**config.mk**
```make
export PLATFORM = sky130hd
export DESIGN_NAME = i2s_master_xcvr
export DESIGN_NICKNAME = d
export VERILOG_FILES = /design/src/rtl/i2s_xcvr_pkg.sv /design/src/rtl/i2s_bclk_div.sv /design/src/rtl/i2s_frame_seq.sv /design/src/rtl/i2s_tx_serializer.sv /design/src/rtl/i2s_rx_deserializer.sv /design/src/rtl/i2s_master_xcvr.sv
export SDC_FILE = /design/constraint.sdc
export NUM_CORES = 1
export LEC_CHECK = 0
export BUFFER_PORTS_ARGS = -buffer_cell sky130_fd_sc_hd__buf_2
export CAP_MARGIN = 15
export CORE_UTILIZATION = 50
export DETAILED_ROUTE_END_ITERATION = 6
export PLACE_DENSITY = 0.7
export SYNTH_ARGS = -nofsm -noshare
export SYNTH_HDL_FRONTEND = slang
export SYNTH_SLANG_ARGS = --single-unit
```
**constraint.sdc**
```tcl
create_clock -name clk -period 8.6 [get_ports clk]
set_input_delay 0.86 -clock clk [delete_from_list [all_inputs] [get_ports clk]]
set_output_delay 0.86 -clock clk [all_outputs]
set_load 0.01 [all_outputs]
```
**src/rtl/i2s_xcvr_pkg.sv**
```systemverilog
package i2s_xcvr_pkg;

    localparam int SLOT_BITS  = 32;
    localparam int FRAME_BITS = 2 * SLOT_BITS;
    localparam int POS_W      = $clog2(FRAME_BITS);
    localparam int IDX_W      = $clog2(SLOT_BITS);

    typedef enum logic {
        FMT_I2S       = 1'b0,
        FMT_LEFT_JUST = 1'b1
    } fmt_e;

    // Number of data bits per slot for a width code.
    function automatic logic [IDX_W:0] word_len(input logic [1:0] code);
        case (code)
            2'd0:    return (IDX_W+1)'(8);
            2'd1:    return (IDX_W+1)'(16);
            2'd2:    return (IDX_W+1)'(24);
            default: return (IDX_W+1)'(32);
        endcase
    endfunction

endpackage

```
**src/rtl/i2s_bclk_div.sv**
```systemverilog
module i2s_bclk_div #(
    parameter int DIV_W = 8
) (
    input  logic             clk,
    input  logic             rst_n,
    input  logic [DIV_W-1:0] div_i,
    output logic             bclk_o,
    output logic             rise_o,
    output logic             fall_o
);

    typedef struct packed {
        logic [DIV_W-1:0] cnt;
        logic             bclk;
    } div_st_t;

    localparam div_st_t DIV_RST = '{cnt: '0, bclk: 1'b1};

    div_st_t st_d, st_q;

    always_comb begin
        st_d   = st_q;
        rise_o = 1'b0;
        fall_o = 1'b0;
        if (st_q.cnt >= div_i) begin
            st_d.cnt  = '0;
            st_d.bclk = ~st_q.bclk;
            rise_o    = ~st_q.bclk;
            fall_o    = st_q.bclk;
        end else begin
            st_d.cnt = st_q.cnt + 1'b1;
        end
    end

    always_ff @(posedge clk or negedge rst_n) begin
        if (!rst_n) st_q <= DIV_RST;
        else        st_q <= st_d;
    end

    assign bclk_o = st_q.bclk;

endmodule

```
**src/rtl/i2s_frame_seq.sv**
```systemverilog
module i2s_frame_seq
    import i2s_xcvr_pkg::*;
(
    input  logic             clk,
    input  logic             rst_n,
    input  logic             fall_i,
    input  logic             fmt_i,
    output logic             ws_o,
    output logic [POS_W-1:0] eff_now_o,
    output logic [POS_W-1:0] eff_next_o,
    output logic             slot_start_o
);

    typedef struct packed {
        logic [POS_W-1:0] pos;
    } seq_st_t;

    localparam seq_st_t SEQ_RST = '{pos: '1};

    seq_st_t st_d, st_q;

    always_comb begin
        st_d = st_q;
        if (fall_i) st_d.pos = st_q.pos + 1'b1;
        // Data position lags the word-select position by one period in I2S format.
        if (fmt_i == FMT_I2S) begin
            eff_now_o  = st_q.pos - 1'b1;
            eff_next_o = st_d.pos - 1'b1;
        end else begin
            eff_now_o  = st_q.pos;
            eff_next_o = st_d.pos;
        end
        slot_start_o = fall_i && (eff_next_o == '0);
    end

    always_ff @(posedge clk or negedge rst_n) begin
        if (!rst_n) st_q <= SEQ_RST;
        else        st_q <= st_d;
    end

    assign ws_o = st_q.pos[POS_W-1];

endmodule

```
**src/rtl/i2s_tx_serializer.sv**
```systemverilog
module i2s_tx_serializer
    import i2s_xcvr_pkg::*;
(
    input  logic                 clk,
    input  logic                 rst_n,
    input  logic                 load_i,
    input  logic [SLOT_BITS-1:0] left_i,
    input  logic [SLOT_BITS-1:0] right_i,
    input  logic                 fall_i,
    input  logic                 slot_start_i,
    input  logic [POS_W-1:0]     eff_i,
    input  logic [1:0]           wcode_i,
    output logic                 sdo_o,
    output logic                 req_o
);

    typedef struct packed {
        logic [SLOT_BITS-1:0] pend_l;
        logic [SLOT_BITS-1:0] pend_r;
        logic [SLOT_BITS-1:0] act_l;
        logic [SLOT_BITS-1:0] act_r;
        logic                 sdo;
        logic                 req;
    } tx_st_t;

    localparam tx_st_t TX_RST = '{default: '0};

    tx_st_t st_d, st_q;

    logic [IDX_W:0]       len_v;
    logic [IDX_W:0]       idx_v;
    logic [IDX_W-1:0]     j_v;
    logic [SLOT_BITS-1:0] word_v;

    always_comb begin
        st_d     = st_q;
        st_d.req = 1'b0;
        len_v    = word_len(wcode_i);
        j_v      = eff_i[IDX_W-1:0];
        idx_v    = len_v - 1'b1 - {1'b0, j_v};
        word_v   = '0;

        if (load_i) begin
            st_d.pend_l = left_i;
            st_d.pend_r = right_i;
        end

        if (fall_i) begin
            if (slot_start_i) begin
                st_d.act_l = st_q.pend_l;
                st_d.act_r = st_q.pend_r;
                st_d.req   = 1'b1;
            end
            word_v = eff_i[POS_W-1] ? st_d.act_r : st_d.act_l;
            if ({1'b0, j_v} < len_v) st_d.sdo = word_v[idx_v[IDX_W-1:0]];
            else                     st_d.sdo = 1'b0;
        end
    end

    always_ff @(posedge clk or negedge rst_n) begin
        if (!rst_n) st_q <= TX_RST;
        else        st_q <= st_d;
    end

    assign sdo_o = st_q.sdo;
    assign req_o = st_q.req;

endmodule

```
**src/rtl/i2s_rx_deserializer.sv**
```systemverilog
module i2s_rx_deserializer
    import i2s_xcvr_pkg::*;
(
    input  logic                 clk,
    input  logic                 rst_n,
    input  logic                 rise_i,
    input  logic                 sdi_i,
    input  logic [POS_W-1:0]     eff_i,
    input  logic [1:0]           wcode_i,
    output logic [SLOT_BITS-1:0] left_o,
    output logic [SLOT_BITS-1:0] right_o,
    output logic                 valid_o
);

    typedef struct packed {
        logic [SLOT_BITS-1:0] sr;
        logic [SLOT_BITS-1:0] hold_l;
        logic [SLOT_BITS-1:0] out_l;
        logic [SLOT_BITS-1:0] out_r;
        logic                 valid;
    } rx_st_t;

    localparam rx_st_t RX_RST = '{default: '0};

    rx_st_t st_d, st_q;

    logic [IDX_W:0]       len_v;
    logic [IDX_W-1:0]     j_v;
    logic                 ch_v;
    logic [SLOT_BITS-1:0] shift_v;

    always_comb begin
        st_d       = st_q;
        st_d.valid = 1'b0;
        len_v      = word_len(wcode_i);
        j_v        = eff_i[IDX_W-1:0];
        ch_v       = eff_i[POS_W-1];
        if (j_v == '0) shift_v = {{(SLOT_BITS-1){1'b0}}, sdi_i};
        else           shift_v = {st_q.sr[SLOT_BITS-2:0], sdi_i};

        if (rise_i && ({1'b0, j_v} < len_v)) begin
            st_d.sr = shift_v;
            if ({1'b0, j_v} == len_v - 1'b1) begin
                if (!ch_v) begin
                    st_d.hold_l = shift_v;
                end else begin
                    st_d.out_l = st_q.hold_l;
                    st_d.out_r = shift_v;
                    st_d.valid = 1'b1;
                end
            end
        end
    end

    always_ff @(posedge clk or negedge rst_n) begin
        if (!rst_n) st_q <= RX_RST;
        else        st_q <= st_d;
    end

    assign left_o  = st_q.out_l;
    assign right_o = st_q.out_r;
    assign valid_o = st_q.valid;

endmodule

```
**src/rtl/i2s_master_xcvr.sv**
```systemverilog
module i2s_master_xcvr
    import i2s_xcvr_pkg::*;
#(
    parameter int DIV_W = 8
) (
    input  logic                 clk,
    input  logic                 rst_n,
    input  logic [DIV_W-1:0]     div_i,
    input  logic                 fmt_i,
    input  logic [1:0]           width_i,
    input  logic [SLOT_BITS-1:0] tx_left_i,
    input  logic [SLOT_BITS-1:0] tx_right_i,
    input  logic                 tx_load_i,
    input  logic                 sdi_i,
    output logic                 bclk_o,
    output logic                 ws_o,
    output logic                 sdo_o,
    output logic                 tx_req_o,
    output logic [SLOT_BITS-1:0] rx_left_o,
    output logic [SLOT_BITS-1:0] rx_right_o,
    output logic                 rx_valid_o
);

    logic             rise_w;
    logic             fall_w;
    logic [POS_W-1:0] eff_now_w;
    logic [POS_W-1:0] eff_next_w;
    logic             slot_start_w;

    i2s_bclk_div #(.DIV_W(DIV_W)) div_u (
        .clk    (clk),
        .rst_n  (rst_n),
        .div_i  (div_i),
        .bclk_o (bclk_o),
        .rise_o (rise_w),
        .fall_o (fall_w)
    );

    i2s_frame_seq seq_u (
        .clk          (clk),
        .rst_n        (rst_n),
        .fall_i       (fall_w),
        .fmt_i        (fmt_i),
        .ws_o         (ws_o),
        .eff_now_o    (eff_now_w),
        .eff_next_o   (eff_next_w),
        .slot_start_o (slot_start_w)
    );

    i2s_tx_serializer tx_u (
        .clk          (clk),
        .rst_n        (rst_n),
        .load_i       (tx_load_i),
        .left_i       (tx_left_i),
        .right_i      (tx_right_i),
        .fall_i       (fall_w),
        .slot_start_i (slot_start_w),
        .eff_i        (eff_next_w),
        .wcode_i      (width_i),
        .sdo_o        (sdo_o),
        .req_o        (tx_req_o)
    );

    i2s_rx_deserializer rx_u (
        .clk     (clk),
        .rst_n   (rst_n),
        .rise_i  (rise_w),
        .sdi_i   (sdi_i),
        .eff_i   (eff_now_w),
        .wcode_i (width_i),
        .left_o  (rx_left_o),
        .right_o (rx_right_o),
        .valid_o (rx_valid_o)
    );

endmodule

```
## After elaboration in Yosys (flattened, before gate mapping)

Cells that the tools add are included.

| storage, ports and cells | value |
|---|---|
| bits in registers | 273 |
| latch bits | 0 |
| RAM bits | 0 |
| ROM bits | 0 |
| input bits | 79 |
| output and inout port bits | 69 |
| word-level logic and storage cells | 55 |
| memories | 0 |

| operators by class | value |
|---|---|
| $add $sub $neg | 6 |
| multiply operators | 0 |
| div/mod/pow operators | 0 |
| magnitude comparators | 4 |
| equal/unequal tests | 3 |
| shift operators | 0 |
| multiplexer cells | 19 |
| bitwise logic cells | 2 |
| reduce and logical (&&, ||, !) cells | 7 |

Operators with widths:

| cell | number |
|---|---|
| 2-to-1 mux 64 bit | 2 |
| 2-to-1 mux 32 bit | 2 |
| 2-to-1 mux 6 bit | 3 |
| one-hot mux 6 bit (3 select lines) | 1 |
| subtractor 6 x 1 -> 6 bit (second input constant) | 3 |
| less-than comparator 5 x 6 -> 1 bit | 2 |
| 2-to-1 mux 1 bit | 9 |
| adder 8 x 1 -> 8 bit (second input constant) | 1 |
| >= comparator 8 bit | 1 |
| 2-to-1 mux 8 bit | 1 |
| adder 6 x 1 -> 6 bit (second input constant) | 1 |
| equality test 5 x 6 -> 1 bit | 1 |
| logical NOT 6 bit | 1 |
| less-than comparator 5 x 6 -> 1 bit (second input constant) | 1 |
| AND reduction 3 bit | 2 |
| binary-select mux 1 bit (select 5 bit) | 1 |
| logical NOT 5 bit | 1 |
| subtractor 5 bit | 1 |
| equality test 2 x 1 -> 1 bit (second input constant) | 1 |
| equality test 2 bit (second input constant) | 1 |
| logical AND 1 bit | 2 |
| logical NOT 2 bit | 1 |
| NOT 1 bit | 2 |

## Longest topological paths before layout

| depth | value |
|---|---|
| word-level depth | 13 |
| mapped depth | 21 |
| gate-level depth less buffers | 20 |

## Hierarchy

From an unflattened synthesis, not the netlist that was laid out.

| unflattened totals | value |
|---|---|
| cells, all modules | 1017 |
| area, all modules | 12914.9 µm² |

By module, submodules not included:

| module | times used | cells each | area each (µm²) | seq. area each (µm²) |
|---|---|---|---|---|
| i2s_tx_serializer | 1 | 402 | 6064.6 | 3253.1 |
| i2s_rx_deserializer | 1 | 493 | 5640.4 | 3203.1 |
| i2s_bclk_div | 1 | 62 | 621.8 | 226.5 |
| i2s_frame_seq | 1 | 60 | 588.1 | 157.7 |

## Worst setup path before layout

OpenSTA, ideal clock, no wires.

| timing | value |
|---|---|
| path kind | input to register |
| start point | input port div_i[2] |
| end point | register tx_u.st_q[10] (netlist bit) |
| setup time | 128 ps |
| arrival time | 4734 ps |
| data required time | 8472 ps |
| slack | 3739 ps |
| stages on the path | 17 |
| path buffers | 5 |
| cell sequence | inv_1 > ha_1 > o21a_1 > o21a_1 > a32o_1 > buf_2 > mux2i_1 > ha_1 > nor2b_1 > nand4_1 > a22o_1 > a2111oi_4 > buf_6 > buf_2 > buf_1 > buf_2 > mux2_1 |

| on the way | value |
|---|---|
| longest elaborated chain between the ends | 9 |

RTL lines:

| item | RTL line | source |
|---|---|---|
| from (decl) | i2s_master_xcvr.sv:8 | `input logic [DIV_W-1:0] div_i,` |
| >= comparator 8 bit (*) | i2s_bclk_div.sv:25 | `if (st_q.cnt >= div_i) begin` |
| 2-to-1 mux 1 bit (*) | i2s_bclk_div.sv:25 |  |
| 2-to-1 mux 6 bit | i2s_frame_seq.sv:24 | `if (fall_i) st_d.pos = st_q.pos + 1'b1;` |
| subtractor 6 x 1 -> 6 bit | i2s_frame_seq.sv:28 | `eff_next_o = st_d.pos - 1'b1;` |
| 2-to-1 mux 6 bit | i2s_frame_seq.sv:26 | `if (fmt_i == FMT_I2S) begin` |
| logical NOT 6 bit | i2s_frame_seq.sv:33 | `slot_start_o = fall_i && (eff_next_o == '0);` |
| logical AND 1 bit | i2s_frame_seq.sv:33 |  |
| 2-to-1 mux 64 bit | i2s_tx_serializer.sv:49 | `if (slot_start_i) begin` |
| 2-to-1 mux 64 bit | i2s_tx_serializer.sv:48 | `if (fall_i) begin` |
| to (signal assigned) | i2s_tx_serializer.sv:62 | `else st_q <= st_d;` |
| to (decl) | i2s_tx_serializer.sv:28 | `tx_st_t st_d, st_q;` |

Every way passes the cells marked *; elsewhere a longest branch is shown, timed or not. The select of a mux whose other input is x is not followed.
A chain may end at the register's enable or synchronous reset.

## Worst setup path after layout

| timing | value |
|---|---|
| start point | register div_u.st_q[1] (netlist bit) |
| end point | register tx_u.st_q (netlist bit tx_u.sdo_o) |

| on the way | value |
|---|---|
| longest elaborated chain between the ends | 13 |
| elaborated cells between the ends (all ways) | 15 |
| classes of those cells | add/sub (2); order compare (2); mux (9); reduce/logical (2) |

RTL lines:

| item | RTL line | source |
|---|---|---|
| from (decl) | i2s_bclk_div.sv:19 | `div_st_t st_d, st_q;` |
| from (signal assigned) | i2s_bclk_div.sv:37 | `else st_q <= st_d;` |
| >= comparator 8 bit (*) | i2s_bclk_div.sv:25 |  |
| 2-to-1 mux 1 bit (*) | i2s_bclk_div.sv:25 |  |
| 2-to-1 mux 6 bit | i2s_frame_seq.sv:24 |  |
| subtractor 6 x 1 -> 6 bit | i2s_frame_seq.sv:28 |  |
| 2-to-1 mux 6 bit | i2s_frame_seq.sv:26 |  |
| logical NOT 6 bit | i2s_frame_seq.sv:33 |  |
| logical AND 1 bit | i2s_frame_seq.sv:33 |  |
| 2-to-1 mux 64 bit | i2s_tx_serializer.sv:49 |  |
| 2-to-1 mux 64 bit | i2s_tx_serializer.sv:48 |  |
| 2-to-1 mux 32 bit | i2s_tx_serializer.sv:54 | `word_v = eff_i[POS_W-1] ? st_d.act_r : st_d.act_l;` |
| binary-select mux 1 bit (select 5 bit) | i2s_tx_serializer.sv:55 | `if ({1'b0, j_v} < len_v) st_d.sdo = word_v[idx_v[IDX_W-1:0]];` |
| 2-to-1 mux 1 bit (not written as such) | i2s_tx_serializer.sv:55 |  |
| 2-to-1 mux 1 bit | i2s_tx_serializer.sv:55 |  |

Marks and branches as above.

==> impl_metrics.json <==
{
  "fin_setup_tns_ps": 0,
  "post-route-period-util_pct": 63.8,
  "crit_fanout": 74,
  "routed-wl-met2_microns": 10700,
  "seqPwrFrac_pct": 42.6,
  "reg2reg_depth": 17,
  "netlist_area_sq_um": 12300,
  "layout_commonest_cell": "dfrtp_1",
  "ff_latch_area_sq_um": 6840,
  "drt-met1-wl_microns": 11500,
  "p_clk_share_pct": 30.4,
  "seq_area_frac_synth_pct": 55.7,
  "viasPerCell": 5.22,
  "yosys_warnings": 0,
  "routed-via-count": 7932,
  "grt_max_degree": 164,
  "finalSetupViolCount": 0,
  "grt_pass1_wl_microns": 39300,
  "switching_share_pct": 31.8,
  "cts_max_path_buffers": 3,
  "start_util_pct": 51.7,
  "dp.cells": 1471,
  "ctsHoldBuffers": 0,
  "relSlewSlack_pct": 27.8,
  "cts_made_buffers": 28,
  "wl_per_cell_microns": 15.6,
  "leakage_nw": 6.66,
  "cpPeakStageDelay_ps": 780,
  "clk_latency_ps": 530,
  "firstDrtPassIters": 4,
  "drv_cap": 0,
  "routed.top_layer": "met4",
  "h-tree-depth": 1,
  "hp-class": "in2async",
  "fin_area_sq_um": 13700,
  "drive_above_1_share_pct": 24.1,
  "antenna_found_initial": 0,
  "min_period_ps": 5490,
  "async_reset_ff_share_pct": 100,
  "crit_arrival_ps": 5930,
  "dp_hpwl_microns": 15600,
  "synth_seq_cells": 273,
  "power.switching_w": 0.00122,
  "reg2reg_slack_ps": 3110,
  "die_y_microns": 159,
  "synth_area_per_cell_sq_um": 11.0,
  "port_buffers": 147,
  "final_cells": 1519,
  "coreArea_sq_um": 23800,
  "outcome": "finished, final reports clean",
  "regToRegStartpoint": "div_u.st_q[1]",
  "drt_iter0_markers": 458,
  "final_nets": 1281,
  "p_int_w": 0.00261,
  "grt_pass1_vias": 7695,
  "r2r-end": "tx_u.sdo_o",
  "cts_resized": 0,
  "synth_cells": 1119,
  "finalClockSkew_ps": 9.30,
  "drv_slew": 0,
  "synth_ff_type": "dfrtp_1",
  "final_cell_mix": "dfrtp_1 (266), nand2_1 (163), buf_2 (146)",
  "worst_ir_drop_vdd_mv": 0.177,
  "hold_viol_final": 0,
  "synth_edf_count": 0,
  "multiInputGateArea_sq_um": 4520,
  "placed_area_sq_um": 12800,
  "path_class": "reg2reg",
  "route.met3.wl_microns": 948,
  "cts_sinks": 273,
  "area_delta_synth_final_pct": 11.5,
  "post_cts_buffers": 0,
  "fmax_mhz": 182,
  "fp.dieArea_sq_um": 25200,
  "cp-start-kind": "flop",
  "die_w_microns": 159,
  "cts_tree": "done",
  "drtAntennaViolNets": 0,
  "overflow": 0,
  "root_buffer": "clkbuf_16",
  "critPathRequiredTime_ps": 9040,
  "yosysUniqueCellTypes": 59,
  "clk_pin_slew_ps": 60,
  "place_congestion": 0.818,
  "rsz0062_at_grt": "no",
  "worst_pin_slew_ps": 1080,
  "p_per_area_nw_per_um2": 280,
  "path_cells": "inv_1, ha_1, nor2b_1, o21ai_1, a32o_1, mux2i_1, ha_1, nor2b_1, nand4_1, a22o_1, a2111oi_4, buf_4, mux2_4, nor2_1, o41a_1, a211o_1, a221oi_2",
  "diodes": 0,
  "drcViolationCount": 0,
  "fill_cells": 2023,
  "crit_path_top_delay_cell": "buf_4",
  "cp-end-kind": "flop",
  "synthesis.nets": 1218,
  "combPwrFrac_pct": 26.9,
  "routed_wl_microns": 23700,
  "io_pins": 148,
  "placementRows": 56,
  "groute.usage.overall_pct": 19.7
}
[flip-flops by register name, indices dropped and copies added (netlist names)]
register      flops
tx_u.st_q       128
rx_u.st_q        63
rx_u.left_o      32
rx_u.right_o     32
div_u.st_q        8
seq_u.st_q        6
div_u.bclk_o      1
rx_u.valid_o      1
tx_u.req_o        1
tx_u.sdo_o        1
[final cells by class]
class / instances / area share [%]
flip-flops and latches: 273 / 50.0
multi-input cells: 665 / 33.0
repair buffers: 157 / 6.09
clock buffers: 41 / 5.78
well taps: 319 / 2.92
inverters: 57 / 1.56
clock inverters: 7 / 0.640
[critical path, delay by kind of cell (launching register included)]
kind                     cells  cell delay (ps)
AO/OA/AOI/OAI                7             2310
adder cells (fa/ha/maj)      2              480
buffers and inverters        2              860
flip-flops                   1              450
AND/OR/NAND/NOR              4              600
multiplexers                 2              680
[power groups by stage]
stage	combinational (W)	clock, W	sequential [W]
final	0.00103	0.00116	0.00163
after global routing	0.00115	0.00125	0.00166
after CTS	0.00104	0.00120	0.00163
after detailed placement	0.00103	0	0.00165
after global placement	0.00100	0	0.00164
after floorplan	0.000779	0	0.00159
[worst max-delay path by stage]
stage	startpoint	to	slack, ps	cells past startpoint
after floorplan	div_i[2]	tx_u.st_q[10]	3740	17
after global placement	div_i[7]	tx_u.sdo_o	2770	18
after detailed placement	div_i[7]	tx_u.sdo_o	2600	18
after CTS	div_u.st_q[1]	tx_u.sdo_o	3090	17
after global routing	div_u.st_q[1]	tx_u.sdo_o	2720	17
final	div_u.st_q[1]	tx_u.sdo_o	3110	17
[cells in the mapped netlist, drive strengths merged, types with 2 or more instances]
master | instances | area [sq um]
a2111oi | 4 | 53.8
a211o | 3 | 26.3
a21oi | 11 | 55.1
a221oi | 3 | 32.5
a31oi | 6 | 37.5
and2 | 4 | 25.0
and3 | 4 | 25.0
buf | 78 | 553
clkbuf | 46 | 173
dfrtp | 266 | 6660
dfstp | 7 | 184
ha | 20 | 250
inv | 57 | 214
mux2 | 130 | 1470
mux2i | 11 | 110
nand2 | 164 | 616
nand2b | 4 | 25.0
nand3 | 43 | 215
nand4 | 6 | 37.5
nor2 | 31 | 116
nor2b | 3 | 18.8
nor3 | 8 | 40.0
nor3b | 2 | 15.0
nor4 | 3 | 18.8
o2111ai | 2 | 17.5
o211ai | 2 | 15.0
o21a | 8 | 60.1
o21ai | 141 | 706
o21ba | 2 | 20.0
o311ai | 3 | 26.3
or2 | 2 | 12.5
or3 | 3 | 18.8
xnor2 | 15 | 131
xnor3 | 3 | 67.6
xor2 | 11 | 96.3
[logic make-up (layout without fill, tap and decap cells)]
family,count (synthesis),in the layout,synth area share (%)
simple gates,280,280,9.84
compound gates,194,194,9.29
fa+ha+maj,20,20,2.04
xor+xnor,29,29,2.41
buf+inv,181,262,7.66
flops,273,273,55.7
mux,142,142,13.0
[routing by layer]
metal,track usage [%],vias to the layer above
li1,-,3860
met4,5.17,0
met5,0,-
met2,31.3,172
met1,28.0,3858
met3,3.02,42
[stage by stage]
stage | worst slack, ps | power (W) | utilization (%) | hold slack [ps]
after global routing | 2720 | 0.00406 | 57.6 | 398
after CTS | 3090 | 0.00387 | 57.6 | 393
final | 3110 | 0.00383 | 57.6 | 348
after detailed placement | 2600 | 0.00268 | 53.9 | 463
after floorplan | 3740 | 0.00237 | - | 435
after global placement | 2770 | 0.00265 | 53.9 | 452
(Power assumes the default switching activity.)
